$ cat src/rtl/chansel_pkg.sv
package chansel_pkg;
    typedef enum logic [1:0] {
        PH_HDR  = 2'd0,
        PH_DATA = 2'd1,
        PH_TAIL = 2'd2
    } phase_e;
endpackage

$ cat src/rtl/chansel_policy.sv
module chansel_policy #(
    parameter int CH_W = 4
) (
    input  logic            have_ch,
    input  logic [CH_W-1:0] cur_ch,
    input  logic [CH_W-1:0] new_ch,
    input  logic            always_mode,
    output logic            need_sel
);
    // no owner yet, always policy, or channel switch
    always_comb begin
        need_sel = !have_ch || always_mode || (cur_ch != new_ch);
    end
endmodule

$ cat src/rtl/chansel_pkt_track.sv
module chansel_pkt_track #(
    parameter int CH_W = 4
) (
    input  logic            clk,
    input  logic            rst_n,
    input  logic [CH_W-1:0] rd_ch,
    output logic            in_pkt,
    input  logic            upd,
    input  logic [CH_W-1:0] upd_ch,
    input  logic            upd_val
);
    localparam int NCH = 1 << CH_W;

    logic [NCH-1:0] open_q;

    for (genvar c = 0; c < NCH; c++) begin : g_ch
        always_ff @(posedge clk or negedge rst_n) begin
            if (!rst_n) begin
                open_q[c] <= 1'b0;
            end else if (upd && (upd_ch == CH_W'(c))) begin
                open_q[c] <= upd_val;
            end
        end
    end

    assign in_pkt = open_q[rd_ch];
endmodule

$ cat src/rtl/chansel_seq.sv
module chansel_seq #(
    parameter int DATA_W = 32,
    parameter int CH_W   = 4,
    parameter int LEN_W  = 4
) (
    input  logic              clk,
    input  logic              rst_n,
    input  logic              cfg_always,
    input  logic              in_valid,
    output logic              in_ready,
    input  logic [DATA_W-1:0] in_data,
    input  logic [CH_W-1:0]   in_chan,
    input  logic [LEN_W-1:0]  in_len,
    input  logic              in_eop,
    output logic [DATA_W-1:0] out_data,
    output logic              out_valid,
    output logic              out_sel,
    output logic              out_sop,
    output logic              out_eop
);
    import chansel_pkg::*;

    typedef struct packed {
        phase_e            phase;
        logic              have_ch;
        logic [CH_W-1:0]   cur_ch;
        logic [LEN_W-1:0]  cnt;
        logic [LEN_W-1:0]  len;
        logic              eop;
        logic              mode;
        logic [DATA_W-1:0] o_data;
        logic              o_valid;
        logic              o_sel;
        logic              o_sop;
        logic              o_eop;
    } st_t;

    st_t st_q, st_d;

    logic             need_sel;
    logic             in_pkt;
    logic             take;
    logic             last;
    logic [CH_W-1:0]  b_ch;
    logic [LEN_W-1:0] b_len;
    logic [LEN_W-1:0] b_cnt;
    logic             b_eop;
    logic             b_mode;

    chansel_policy #(.CH_W(CH_W)) u_policy (
        .have_ch    (st_q.have_ch),
        .cur_ch     (st_q.cur_ch),
        .new_ch     (in_chan),
        .always_mode(cfg_always),
        .need_sel   (need_sel)
    );

    chansel_pkt_track #(.CH_W(CH_W)) u_track (
        .clk    (clk),
        .rst_n  (rst_n),
        .rd_ch  (b_ch),
        .in_pkt (in_pkt),
        .upd    (take),
        .upd_ch (b_ch),
        .upd_val(!(last && b_eop))
    );

    // Burst fields: live inputs on a word that starts a burst, latched otherwise
    always_comb begin
        if (st_q.phase == PH_HDR) begin
            b_ch   = in_chan;
            b_len  = in_len;
            b_cnt  = '0;
            b_eop  = in_eop;
            b_mode = cfg_always;
        end else begin
            b_ch   = st_q.cur_ch;
            b_len  = st_q.len;
            b_cnt  = st_q.cnt;
            b_eop  = st_q.eop;
            b_mode = st_q.mode;
        end
    end

    always_comb begin
        in_ready = (st_q.phase == PH_DATA) || ((st_q.phase == PH_HDR) && !need_sel);
        take     = in_valid && in_ready;
        last     = (b_cnt == b_len);

        st_d         = st_q;
        st_d.o_data  = '0;
        st_d.o_valid = 1'b0;
        st_d.o_sel   = 1'b0;
        st_d.o_sop   = 1'b0;
        st_d.o_eop   = 1'b0;

        if (st_q.phase == PH_TAIL) begin
            // trailing select after a packet end in always mode
            st_d.o_sel  = 1'b1;
            st_d.o_data = DATA_W'(st_q.cur_ch);
            st_d.phase  = PH_HDR;
        end else if ((st_q.phase == PH_HDR) && in_valid && need_sel) begin
            // select cycle, word held back
            st_d.o_sel   = 1'b1;
            st_d.o_data  = DATA_W'(in_chan);
            st_d.have_ch = 1'b1;
            st_d.cur_ch  = in_chan;
            st_d.len     = in_len;
            st_d.eop     = in_eop;
            st_d.mode    = cfg_always;
            st_d.cnt     = '0;
            st_d.phase   = PH_DATA;
        end else if (take) begin
            st_d.o_valid = 1'b1;
            st_d.o_data  = in_data;
            st_d.o_sop   = (b_cnt == '0) && !in_pkt;
            st_d.o_eop   = last && b_eop;
            st_d.have_ch = 1'b1;
            st_d.cur_ch  = b_ch;
            st_d.len     = b_len;
            st_d.eop     = b_eop;
            st_d.mode    = b_mode;
            if (last) begin
                st_d.cnt   = '0;
                st_d.phase = (b_mode && b_eop) ? PH_TAIL : PH_HDR;
            end else begin
                st_d.cnt   = b_cnt + 1'b1;
                st_d.phase = PH_DATA;
            end
        end
    end

    always_ff @(posedge clk or negedge rst_n) begin
        if (!rst_n) begin
            st_q <= '{phase: PH_HDR, default: '0};
        end else begin
            st_q <= st_d;
        end
    end

    assign out_data  = st_q.o_data;
    assign out_valid = st_q.o_valid;
    assign out_sel   = st_q.o_sel;
    assign out_sop   = st_q.o_sop;
    assign out_eop   = st_q.o_eop;
endmodule

$ cat config.mk
export PLATFORM = sky130hd
export DESIGN_NAME = chansel_seq
export DESIGN_NICKNAME = d
export VERILOG_FILES = /design/src/rtl/chansel_pkg.sv /design/src/rtl/chansel_policy.sv /design/src/rtl/chansel_pkt_track.sv /design/src/rtl/chansel_seq.sv
export SDC_FILE = /design/constraint.sdc
export NUM_CORES = 1
export LEC_CHECK = 0
export BUFFER_PORTS_ARGS = -buffer_cell sky130_fd_sc_hd__buf_4
export CAP_MARGIN = 5
export CORE_ASPECT_RATIO = 0.7
export CORE_MARGIN = 2
export CORE_UTILIZATION = 25
export DETAILED_ROUTE_END_ITERATION = 12
export PLACE_DENSITY = 0.4
export SETUP_SLACK_MARGIN = 0.2
export SLEW_MARGIN = 20
export SYNTH_ARGS = -nofsm -noshare
export SYNTH_HDL_FRONTEND = slang
export SYNTH_SLANG_ARGS = --single-unit
$ cat constraint.sdc
create_clock -name clk -period 2.55 [get_ports clk]
set_input_delay 0.3825 -clock clk [delete_from_list [all_inputs] [get_ports clk]]
set_output_delay 0.3825 -clock clk [all_outputs]
set_load 0.03 [all_outputs]
==> metrics <==
Seq cells post-synth=69; Adder-Cell Fraction of Synth Area=0.00744; GP Congestion=0.733; CTS root buf=clkbuf_16; DR vias/cell=~4.4; vias in the first global route=2392; gr usage total=0.115; Clk pin slew, worst setup/hold paths=approximately 0.060 ns; Routed Antenna Nets=0; largest net degree at the start of global routing=70; Starting Density=0.256; fin crit share=0.905; sequential share of the synthesized area=0.514; # IOs=slightly above 80; Core Area=between 10000 and 15000 µm²; clk buf depth=2; P&R area growth vs syn=30.1%; die area=14400 µm²; post-synthesis cell count=about 300; mux contribution to synthesized area=0.0997; post-synthesis compound-gate area fraction=0.0826; outcome=complete, no violations; Post-synth EDFFs=0; worst hold margin=between 0.15 and 0.2 ns; Post-Synth Simple-Gate Area=0.166; largest family of logic cells by synthesized area=simple AND/OR/NAND/NOR gates; Top FF cell, synth=dfrtp_1; DRT iter0 DRCs=between 100 and 150; Die Ht=101 µm; Mean Syn Cell Area=between 10 and 15 µm²; die width=approximately 140 µm; critical path fanouts, max=9; crit end category=flop; Routed WL per cell=between 10 and 15 µm; Required @ worst endpoint=between 2 and 3 ns; Reg area=roughly 1700 µm²; initial antenna violation count=0; layout net count=between 400 and 500; Post-Route WL=7.92 mm; DRT Pass-1 Iters=4; first-pass GRT wire length=around 13 mm; Slew HR=0.397; yosys warns=0; worst hold path class=in -> async; Multi-input gate area=~1300 µm²; setup violators final=0; Worst-Margin Slew=approximately 0.90 ns; Hold Violations, Final=0; Cell Count, Final, Fillers Out=532; xor and xnor fraction of the mapped netlist area=0.0257; RSZ-0062 raised after global routing=yes; Worst VDD drop=~0.36 mV; CP Launch Type=flop; Post-CTS Hold Fix Bufs=0; placed cells=roughly 520; layout cell share with drive strength beyond 1=0.415; routed vias=~2300; row cnt=35; Skew-Pair Late Insertion Delay=approximately 0.33 ns; clock sink count=69; H-tree depth=3; grt ovf=0; Netlist cell types=47; cts bufs inserted=9; Worst Path Class, Setup=reg -> reg; number of fill cells in the layout=between 1000 and 1500; Overall Power=between 5000 and 6000 µW; Antenna Diode Count=0; syn_nets=between 300 and 400; Pwr Density=~1200 nW/µm²; ys async rst share=1.00; data arrival time of the critical path=between 2 and 3 ns; Finished Core Util=0.333; Mapped Area=3360 µm²; final setup skew=approximately 0.0048 ns; number of buffers added on ports=~80; CTS tree=built; setup TNS=0 ns; min Tclk post-route=2.31 ns; max-slew violation count=0; Pleak=roughly 0.0020 µW; drt drc=0; fmax=around 0.43 GHz; max-cap violations=0; DP HPWL=5.58 mm
[stage by stage]
step | setup slack [ns] | instance area [µm²]
global placement | 0.0185 | 3980
detailed placement | 0.0543 | 3980
global route | 0.180 | 4370
CTS | 0.239 | 4350
floorplan | 0.246 | 3360
finish | 0.243 | 4370
[flip-flops by register name, indices dropped and copies added, names as in the netlist]
name            flops
u_track.open_q     16
out_data           32
out_valid           1
st_q               17
out_eop             1
out_sop             1
out_sel             1
[power by group]
part	switching (µW)	internal, µW	leakage (µW)
registers	235	1440	0.000842
logic	1110	942	0.000989
clock network	477	1050	0.000172
total	1820	3440	0.00200
[cell families (layout without fill, tap and decap cells)]
family,Yosys count,count (layout)
buffers and inverters,57,122
muxes,28,28
AOI/OAI and AO/OA,39,39
DFF,69,69
and+or+nand+nor,97,97
xor gates and xnor gates,9,9
adders and majority gates,2,2
[synth_stat cells (2+ instances only)]
cell type	n	area [µm²]
o21ai_0	9	45.0
nor4_1	2	12.5
nand2_1	17	63.8
xnor2_1	7	61.3
nand4_1	4	25.0
nor2b_1	3	18.8
mux2i_1	2	20.0
nand3_1	5	25.0
mux2_4	6	90.1
a222oi_1	3	30.0
buf_6	2	22.5
ha_1	2	25.0
buf_2	3	15.0
mux2_2	19	214
a211oi_1	2	15.0
clkbuf_1	12	45.0
nor2_1	9	33.8
nor3_1	2	10.0
a21oi_1	6	30.0
nand2b_1	4	25.0
or4_1	12	90.1
and2_1	30	188
inv_1	8	30.0
a22o_1	3	26.3
nor3b_1	3	22.5
dfrtp_1	69	1730
a31oi_1	4	25.0
or2_2	2	12.5
a221oi_1	2	17.5
buf_4	32	240
[cell type report]
class | count | share of cell area
sequential | 69 | 0.395
multi-input combinational | 175 | 0.297
timing repair buffer | 99 | 0.170
clock buffer | 9 | 0.0515
tap | 166 | 0.0475
clock inverter | 6 | 0.0312
inverter | 8 | 0.00773
[layer usage]
metal	vias up	part of all wire	track usage
li1	1127	-	-
met1	1126	0.52	0.165
met2	76	0.40	0.160
met5	-	0	0
met4	0	0.015	0.0411
met3	13	0.065	0.0375
[final timing paths]
path	slack [ns]	startpoint	cells after the start	to
setup / recovery	0.24	st_q[51]	6	u_track.open_q[4]
hold / removal	0.17	rst_n	1	out_data[19]
hold reg to reg	0.47	st_q[50]	1	st_q[50]
min in group clk	0.24	in_data[1]	3	out_data[1]
setup reg to reg	0.24	st_q[51]	6	u_track.open_q[4]
max in group asynchronous	1.72	rst_n	1	st_q[52]
[worst max-delay path, cell delays in order (launching register included)]
cell and delay (ns):
dfrtp_2 0.47, buf_4 0.18, or2_2 0.37, nor3b_1 0.25
a31oi_1 0.14, or4_1 0.48, mux2_4 0.31
[cells in the final DEF, fill, tap and decap left out, types with 4 or more instances in the layout]
master     synthesis  routed
a21oi_1            6       6
a31oi_1            4       4
and2_1            30      30
buf_4             32      99
bufinv_16          0       4
clkbuf_16          0       9
dfrtp_1           69      67
inv_1              8       7
mux2_2            19      19
mux2_4             6       6
nand2_1           17      17
nand2b_1           4       4
nand3_1            5       5
nand4_1            4       4
nor2_1             9       9
o21ai_0            9       9
or4_1             12      12
xnor2_1            7       7
[repair_timing]
item,4_1_cts,5_1_grt
pin swaps,1,0
setup buffers,0,2
resized for setup,4,2
setup endpoints to repair,24,10
No activity file was read; power rests on OpenSTA's default activity.
